## src/rtl/sdram_seq_pkg.sv

```systemverilog
package sdram_seq_pkg;

  // {cs_n, ras_n, cas_n, we_n}
  typedef enum logic [3:0] {
    CMD_LMR = 4'b0000,
    CMD_REF = 4'b0001,
    CMD_PRE = 4'b0010,
    CMD_ACT = 4'b0011,
    CMD_WR  = 4'b0100,
    CMD_RD  = 4'b0101,
    CMD_NOP = 4'b0111
  } sdcmd_e;

  function automatic int unsigned imax(input int unsigned a, input int unsigned b);
    return (a > b) ? a : b;
  endfunction

endpackage

```

## src/rtl/sdram_gap_counter.sv

```systemverilog
module sdram_gap_counter #(
  parameter int unsigned CW      = 8,
  parameter int unsigned RST_VAL = 0
) (
  input  logic          clk,
  input  logic          rst_n,
  input  logic          load,
  input  logic [CW-1:0] load_val,
  output logic          expired
);

  logic [CW-1:0] cnt;

  always_ff @(posedge clk or negedge rst_n) begin
    if (!rst_n)          cnt <= CW'(RST_VAL);
    else if (load)       cnt <= load_val;
    else if (cnt != '0)  cnt <= cnt - 1'b1;
  end

  assign expired = (cnt == '0);

endmodule

```

## src/rtl/sdram_refresh_timer.sv

```systemverilog
module sdram_refresh_timer #(
  parameter int unsigned INTERVAL = 1040
) (
  input  logic clk,
  input  logic rst_n,
  input  logic run,
  input  logic ack,
  output logic pend
);

  localparam int unsigned TW = $clog2(INTERVAL + 1);

  logic [TW-1:0] tcnt;
  logic          tick;

  assign tick = run && (tcnt == TW'(INTERVAL - 1));

  always_ff @(posedge clk or negedge rst_n) begin
    if (!rst_n) begin
      tcnt <= '0;
      pend <= 1'b0;
    end else begin
      if (!run || tick) tcnt <= '0;
      else              tcnt <= tcnt + 1'b1;
      pend <= tick | (pend & ~ack);
    end
  end

endmodule

```

## src/rtl/sdram_cmd_seq.sv

```systemverilog
module sdram_cmd_seq
  import sdram_seq_pkg::*;
#(
  parameter int unsigned INIT_WAIT    = 13300,
  parameter int unsigned REF_INTERVAL = 1040,
  parameter int unsigned T_RCD        = 3,
  parameter int unsigned T_RP         = 3,
  parameter int unsigned T_RAS        = 7,
  parameter int unsigned T_RC         = 10,
  parameter int unsigned T_RFC        = 10,
  parameter int unsigned T_WR         = 2,
  parameter int unsigned T_MRD        = 2,
  parameter int unsigned CAS_LAT      = 3,
  parameter int unsigned BANK_W       = 2,
  parameter int unsigned ROW_W        = 13,
  parameter int unsigned COL_W        = 10
) (
  input  logic              clk,
  input  logic              rst_n,
  input  logic              req_valid,
  output logic              req_ready,
  input  logic              req_write,
  input  logic [BANK_W-1:0] req_bank,
  input  logic [ROW_W-1:0]  req_row,
  input  logic [COL_W-1:0]  req_col,
  output logic              cs_n,
  output logic              ras_n,
  output logic              cas_n,
  output logic              we_n,
  output logic [BANK_W-1:0] ba,
  output logic [ROW_W-1:0]  addr
);

  // Cycles from READ/WRITE with auto-precharge until the bank is usable again
  localparam int unsigned AP_GAP = imax(T_RC - T_RCD,
                                   imax(T_RAS - T_RCD + T_RP, T_WR + T_RP));
  localparam int unsigned CW     = $clog2(imax(INIT_WAIT,
                                   imax(AP_GAP, imax(T_RFC, T_RP))) + 1);
  localparam int unsigned AP_BIT = 10;
  localparam logic [ROW_W-1:0] MODE_WORD = ROW_W'(CAS_LAT * 16);

  typedef enum logic [2:0] {
    PH_POWER, PH_REF1, PH_REF2, PH_MODE, PH_IDLE, PH_OPEN
  } phase_e;

  phase_e            phase_q, phase_d;
  sdcmd_e            cmd_q, cmd_d;
  logic [BANK_W-1:0] ba_q, ba_d, bank_q;
  logic [ROW_W-1:0]  addr_q, addr_d;
  logic [COL_W-1:0]  col_q;
  logic              write_q;
  logic              load;
  logic [CW-1:0]     load_val;
  logic              expired;
  logic              ref_pend, ref_ack, run;
  logic              accept;

  sdram_gap_counter #(.CW(CW), .RST_VAL(INIT_WAIT - 1)) u_gap (
    .clk      (clk),
    .rst_n    (rst_n),
    .load     (load),
    .load_val (load_val),
    .expired  (expired)
  );

  assign run = (phase_q == PH_IDLE) || (phase_q == PH_OPEN);

  sdram_refresh_timer #(.INTERVAL(REF_INTERVAL)) u_ref (
    .clk   (clk),
    .rst_n (rst_n),
    .run   (run),
    .ack   (ref_ack),
    .pend  (ref_pend)
  );

  assign req_ready = (phase_q == PH_IDLE) && expired && !ref_pend;
  assign accept    = req_valid && req_ready;

  always_comb begin
    phase_d  = phase_q;
    cmd_d    = CMD_NOP;
    ba_d     = '0;
    addr_d   = '0;
    load     = 1'b0;
    load_val = '0;
    ref_ack  = 1'b0;
    if (expired) begin
      unique case (phase_q)
        PH_POWER: begin
          cmd_d          = CMD_PRE;
          addr_d[AP_BIT] = 1'b1;
          load           = 1'b1;
          load_val       = CW'(T_RP - 1);
          phase_d        = PH_REF1;
        end
        PH_REF1, PH_REF2: begin
          cmd_d    = CMD_REF;
          load     = 1'b1;
          load_val = CW'(T_RFC - 1);
          phase_d  = (phase_q == PH_REF1) ? PH_REF2 : PH_MODE;
        end
        PH_MODE: begin
          cmd_d    = CMD_LMR;
          addr_d   = MODE_WORD;
          load     = 1'b1;
          load_val = CW'(T_MRD - 1);
          phase_d  = PH_IDLE;
        end
        PH_IDLE: begin
          if (ref_pend) begin
            cmd_d    = CMD_REF;
            ref_ack  = 1'b1;
            load     = 1'b1;
            load_val = CW'(T_RFC - 1);
          end else if (req_valid) begin
            cmd_d    = CMD_ACT;
            ba_d     = req_bank;
            addr_d   = req_row;
            load     = 1'b1;
            load_val = CW'(T_RCD - 1);
            phase_d  = PH_OPEN;
          end
        end
        PH_OPEN: begin
          cmd_d               = write_q ? CMD_WR : CMD_RD;
          ba_d                = bank_q;
          addr_d[COL_W-1:0]   = col_q;
          addr_d[AP_BIT]      = 1'b1;
          load                = 1'b1;
          load_val            = CW'(AP_GAP - 1);
          phase_d             = PH_IDLE;
        end
        default: phase_d = PH_POWER;
      endcase
    end
  end

  always_ff @(posedge clk or negedge rst_n) begin
    if (!rst_n) begin
      phase_q <= PH_POWER;
      cmd_q   <= CMD_NOP;
      ba_q    <= '0;
      addr_q  <= '0;
      bank_q  <= '0;
      col_q   <= '0;
      write_q <= 1'b0;
    end else begin
      phase_q <= phase_d;
      cmd_q   <= cmd_d;
      ba_q    <= ba_d;
      addr_q  <= addr_d;
      if (accept) begin
        bank_q  <= req_bank;
        col_q   <= req_col;
        write_q <= req_write;
      end
    end
  end

  assign {cs_n, ras_n, cas_n, we_n} = cmd_q;
  assign ba   = ba_q;
  assign addr = addr_q;

endmodule

```

## config.mk

```make
export PLATFORM = sky130hd
export DESIGN_NAME = sdram_cmd_seq
export DESIGN_NICKNAME = d
export VERILOG_FILES = /design/src/rtl/sdram_seq_pkg.sv /design/src/rtl/sdram_gap_counter.sv /design/src/rtl/sdram_refresh_timer.sv /design/src/rtl/sdram_cmd_seq.sv
export SDC_FILE = /design/constraint.sdc
export NUM_CORES = 1
export LEC_CHECK = 0
export ABC_AREA = 1
export BUFFER_PORTS_ARGS = -buffer_cell sky130_fd_sc_hd__buf_2
export CAP_MARGIN = 20
export CORE_MARGIN = 2
export CORE_UTILIZATION = 50
export CTS_BUF_LIST = sky130_fd_sc_hd__clkbuf_4 sky130_fd_sc_hd__clkbuf_8
export CTS_CLUSTER_DIAMETER = 150
export DETAILED_ROUTE_END_ITERATION = 7
export GPL_ROUTABILITY_DRIVEN = 0
export PLACE_DENSITY_LB_ADDON = 0.08
export SETUP_SLACK_MARGIN = 0.2
export SYNTH_ARGS = -nofsm -noshare
export SYNTH_HDL_FRONTEND = slang
export SYNTH_SLANG_ARGS = --single-unit
export TNS_END_PERCENT = 5
```

## constraint.sdc

```tcl
create_clock -name clk -period 2.92 [get_ports clk]
set_clock_uncertainty 0.2 [all_clocks]
set_input_delay 0.292 -clock clk [delete_from_list [all_inputs] [get_ports clk]]
set_output_delay 0.292 -clock clk [all_outputs]
set_load 0.02 [all_outputs]
```

**Word level (Yosys, flattened, before mapping)**

Index checks and enable logic that the tools add are counted.

- Add/subtract/negate cells: 2
- Eq/ne operators: 8
- Mux-type cells: 33
- Bitwise operators: 3
- Reduce and logical (&&, ||, !) cells: 17

Operator list:

| cell | count |
|---|---|
| 14-bit one-hot mux with 5 select lines | 1 |
| 14-bit 2-to-1 mux | 4 |
| 13-bit 2-to-1 mux | 3 |
| 10-bit one-hot mux with 3 select lines | 1 |
| 3-bit 2-to-1 mux | 5 |
| 3-bit one-hot mux with 5 select lines | 1 |
| 14-bit logical NOT | 1 |
| 14-bit nonzero test | 1 |
| 14-bit by 1-bit subtractor with 14-bit output (second input constant) | 1 |
| 3-bit one-hot mux with 4 select lines | 1 |
| 11-bit by 1-bit adder with 11-bit output (second input constant) | 1 |
| 11-bit equality test (second input constant) | 1 |
| 11-bit 2-to-1 mux | 1 |
| 2-bit 2-to-1 mux | 5 |
| 1-bit 2-to-1 mux | 8 |
| 3-bit by 2-bit equality test with 1-bit output (second input constant) | 2 |
| 3-bit equality test (second input constant) | 2 |
| 2-bit OR reduction | 3 |
| 5-bit OR reduction | 1 |
| 1-bit logical AND | 4 |
| 2-bit != test (second input constant) | 2 |
| 1-bit one-hot mux with 2 select lines | 2 |
| 2-bit one-hot mux with 2 select lines | 1 |
| 3-bit by 1-bit equality test with 1-bit output (second input constant) | 1 |
| other kinds (8) | 10 |

- Register bits after elaboration: 61
- Input port bits: 29
- Output and inout port bits: 20
- Word-level logic and storage cells: 73

**Depth between registers and ports, before layout**

- Depth after elaboration: 6
- Gate-level depth with buffers: 10
- Depth with buffers taken out: 9

**Modules after synthesis**

A second synthesis with hierarchy kept.

- Cells, all modules: 421
- Area, all modules: 3,333.2 µm²

Modules (own cells, without submodules):

| module | instances | cells each | area an instance (µm²) | sequential area each (µm²) |
|---|---|---|---|---|
| sdram_cmd_seq | 1 | 200 | 1,684.1 | 854.6 |
| sdram_gap_counter | 1 | 144 | 1,021.0 | 362.8 |
| sdram_refresh_timer | 1 | 77 | 628.1 | 300.3 |

**Worst setup path before layout**

OpenSTA, ideal clock, no wires.

- Kind: reg2out
- From: register u_gap.cnt[0]
- To: output req_ready
- Arrival time: 1,479 ps
- Required time: 2,428 ps
- Slack: 949 ps
- Stages on the path, launching flop included: 8
- Path buffers: 1
- Path through: dfstp_2 > inv_1 > ha_1 > nand2_2 > nor2_1 > nand2_2 > buf_6 > nor2_1

- Word-level cells in the longest chain between the ends: 3

RTL lines:

| what | RTL line | text |
|---|---|---|
| from (decl) | sdram_gap_counter.sv:12 | `logic [CW-1:0] cnt;` |
| from (signal assigned) | sdram_gap_counter.sv:15 | `if (!rst_n) cnt <= CW'(RST_VAL);` |
| from (signal assigned) | sdram_gap_counter.sv:16 | `else if (load) cnt <= load_val;` |
| from (signal assigned) | sdram_gap_counter.sv:17 | `else if (cnt != '0) cnt <= cnt - 1'b1;` |
| 14-bit logical NOT | sdram_gap_counter.sv:20 | `assign expired = (cnt == '0);` |
| 1-bit logical AND (2 in series) | sdram_cmd_seq.sv:76 | `assign req_ready = (phase_q == PH_IDLE) && expired && !ref_pend;` |
| to (decl) | sdram_cmd_seq.sv:21 | `output logic req_ready,` |

Every way passes these cells.

**Worst setup path after layout**

Ends and elaborated chain as after synthesis.

==> flow_metrics.tcl <==
set metrics [dict create \
    critPathMaxFanout 16 \
    mostFrequentLayoutCells "118 x nand2_1, 47 x nor2_1, 47 x dfrtp_1, 47 x buf_2, 42 x nand3_1" \
    overflow 0 \
    ys_types 36 \
    yosysTopAreaCellShare_pct 37.89 \
    syn_to_final_growth_pct 23.50 \
    cp-start-kind "register" \
    track_usage_pct 22.78 \
    cts_resized 0 \
    vias 2637 \
    dr.pass1.iters 4 \
    grt_start_max_net_pins 61 \
    period_minus_slack_ps 2415 \
    power.density_mw_per_mm2 622.8 \
    cp-end-kind "primary output" \
    clock_path_buffers 2 \
    hold_violations 0 \
    yosysWarningCount 0 \
    regArea_mm2 0.001518 \
    fmax_ghz 0.4140 \
    antenna_cells 0 \
    cts_root_buf "clkbuf_8" \
    critical_path_class "reg2out" \
    worstPathArrival_ps 1920 \
    net-switching-power_w 0.0007017 \
    layout-drive-gt1-share_pct 25.16 \
    avgSynthCellArea_um2 8.105 \
    p_seq_share_pct 43.6 \
    tns_ps 0 \
    hpwl_mm 4.452 \
    reg2regPathDepth 9 \
    coreArea_mm2 0.005956 \
    hold_path_startpoint "req_row[0]" \
    std_cell_rows 28 \
    start_util_pct 52.12 \
    leakagePower_nw 1.948 \
    mostFrequentLayoutCell "nand2_1" \
    yosysTopAreaCell "dfrtp_1" \
    worstMarginPinSlew_ps 749.1 \
    drtIter0Drc 150 \
    wl_per_cell_um 12.55 \
    p_clk_share_pct 38.4 \
    grt_pass1_wl_mm 11.79 \
    min_period_over_period_pct 82.72 \
    routed_wl_mm 6.728 \
    grt_pass1_vias 2587 \
    drv_slew 0 \
    power.internal_w 0.001686 \
    die-width_um 82.80 \
    design.die.area_mm2 0.006855 \
    drc_errors 0 \
    portBuffers 47 \
    synth_area_leaders "dfrtp_1 38%, nand2_1 14%, dfstp_2 11%, nand3_1 6.8%, nor2_1 5.7%" \
    fillers 527 \
    ir_drop_uv 435.2 \
    totalPowerFinal_w 0.002388 \
    status "completed" \
    clock_latency_ps 340 \
    cts_tree "done" \
    syn_area_mm2 0.003104 \
    ys_seq_elements 60 \
    grt_setup_unrepaired "false" \
    hold_path_depth 3 \
    cts.reportedPaths.clkPinSlew_ps 70 \
    ys_seq_area_share_pct 48.89 \
    setup_slack_ps 504.7 \
    viasPerCell 4.920 \
    ant_nets 0 \
    nNetsFinal 487 \
    syn_nets 414 \
    synth_cells 383 \
    cts_hold_buf 23 \
    drv_cap 0 \
    setup_viol 0 \
    numClockSinks 60 \
    rr_startpoint "u_gap.cnt[0]$_DFFE_PN1P_" \
    crit_start "u_gap.cnt[0]$_DFFE_PN1P_" \
    crit_required_ps 2430 \
    hold_path_class "in2reg" \
    p_sw_share_pct 29.39 \
    place_ws_ps 870.2 \
    multi_input_area_mm2 0.001363 \
    htreeDepth 3 \
    slew_headroom_pct 50.06 \
    io_pins 49 \
    comb_power_share_pct 18.0 \
    post_cts_buffers 0 \
    cts_buffers 9 \
    antenna_found_initial 0 \
    die_h_um 82.80 \
]
## kinds of logic after synthesis
group           count (synthesis)  synth area share, %
xor+xnor                        3               0.8466
buf+inv                        47                7.214
compound gates                 26                5.562
other cells                     1               0.1208
simple gates                  244                36.56
fa+ha+maj                       2               0.8060
flops                          60                48.89
## per-stage QoR
step,hold slack [ps],instance area (µm²),cells,utilization (%)
6_report,9.351,3834,536,64.37
5_1_grt,4.445,3834,536,64.37
4_1_cts,0.4988,3834,536,64.37
3_5_place_dp,261.9,3361,497,56.43
3_3_place_gp,256.2,3361,497,56.43
2_1_floorplan,-203.6,3104,383,-
## final timing paths
kind / endpoint / slack, ps
max: req_ready / 500
min: addr[0]$_DFF_PN0_ / 9
max reg2reg: phase_q[0]$_DFFE_PN0P_ / 840
min reg2reg: col_q[5]$_DFFE_PN0P_ / 280
max in group asynchronous: u_gap.cnt[11]$_DFFE_PN0P_ / 1590
min in group asynchronous: u_ref.tcnt[4]$_DFF_PN0_ / 430
## cell usage after synthesis
| cell | n |
|---|---|
| a21oi_1 | 4 |
| a21oi_2 | 8 |
| a22oi_1 | 2 |
| buf_4 | 4 |
| buf_6 | 4 |
| clkbuf_2 | 1 |
| clkinv_2 | 1 |
| conb_1 | 1 |
| dfrtp_1 | 47 |
| dfstp_2 | 13 |
| ha_1 | 2 |
| inv_1 | 31 |
| inv_2 | 6 |
| nand2_1 | 118 |
| nand2_2 | 3 |
| nand2_4 | 4 |
| nand2_8 | 1 |
| nand3_1 | 42 |
| nand3_2 | 1 |
| nand3b_1 | 1 |
| nand4_1 | 6 |
| nand4_2 | 1 |
| nor2_1 | 47 |
| nor2_2 | 9 |
| nor2_4 | 2 |
| nor2_8 | 1 |
| nor3_1 | 5 |
| nor3_2 | 1 |
| nor3b_1 | 1 |
| nor3b_2 | 1 |
| o2111ai_1 | 1 |
| o21ai_0 | 7 |
| o21ai_1 | 3 |
| o221ai_1 | 1 |
| xnor2_1 | 1 |
| xor2_1 | 2 |
## power groups by stage
stage	combinational [W]	sequential [W]	clock, W
6_report	0.000430	0.00104	0.000917
3_3_place_gp	0.000401	0.00105	0
3_5_place_dp	0.000406	0.00105	0
5_1_grt	0.000507	0.00106	0.000977
4_1_cts	0.000432	0.00104	0.000935
2_1_floorplan	0.000317	0.00103	0
## registers in the layout, indices dropped and copies added (netlist names)
| name | count |
|---|---|
| bank_q | 2 |
| u_gap.cnt | 14 |
| col_q | 10 |
| u_ref.tcnt | 11 |
| phase_q | 3 |
| cmd_q | 3 |
| write_q | 1 |
| u_ref.pend | 1 |
| addr | 13 |
| ba | 2 |
## final cells by class
type / instances / share of cell area (%)
flip-flops and latches: 60 / 39.59
multi-input cells: 276 / 35.54
repair buffers: 71 / 12.34
inverters: 38 / 3.753
clock buffers: 10 / 3.427
clock inverters: 6 / 2.905
well taps: 75 / 2.448
## critical path: stages (launching register included)
cell,delay [ps]
dfstp_2,370
inv_1,120
ha_1,270
nand2_2,110
nor2_1,170
nand2_2,220
nor2_1,140
buf_2,180
## metal layers
layer  routed length, µm  share of wire [%]  vias up  track usage (%)
met5                   0                  0        -                0
met4                  52               0.77        0            4.426
met3                 410                6.1        5            6.710
met2                3114                 46       73            37.42
met1                3151                 47     1195            30.20
li1                    -                  -     1364                -
No activity file was read; power rests on OpenSTA's default activity.
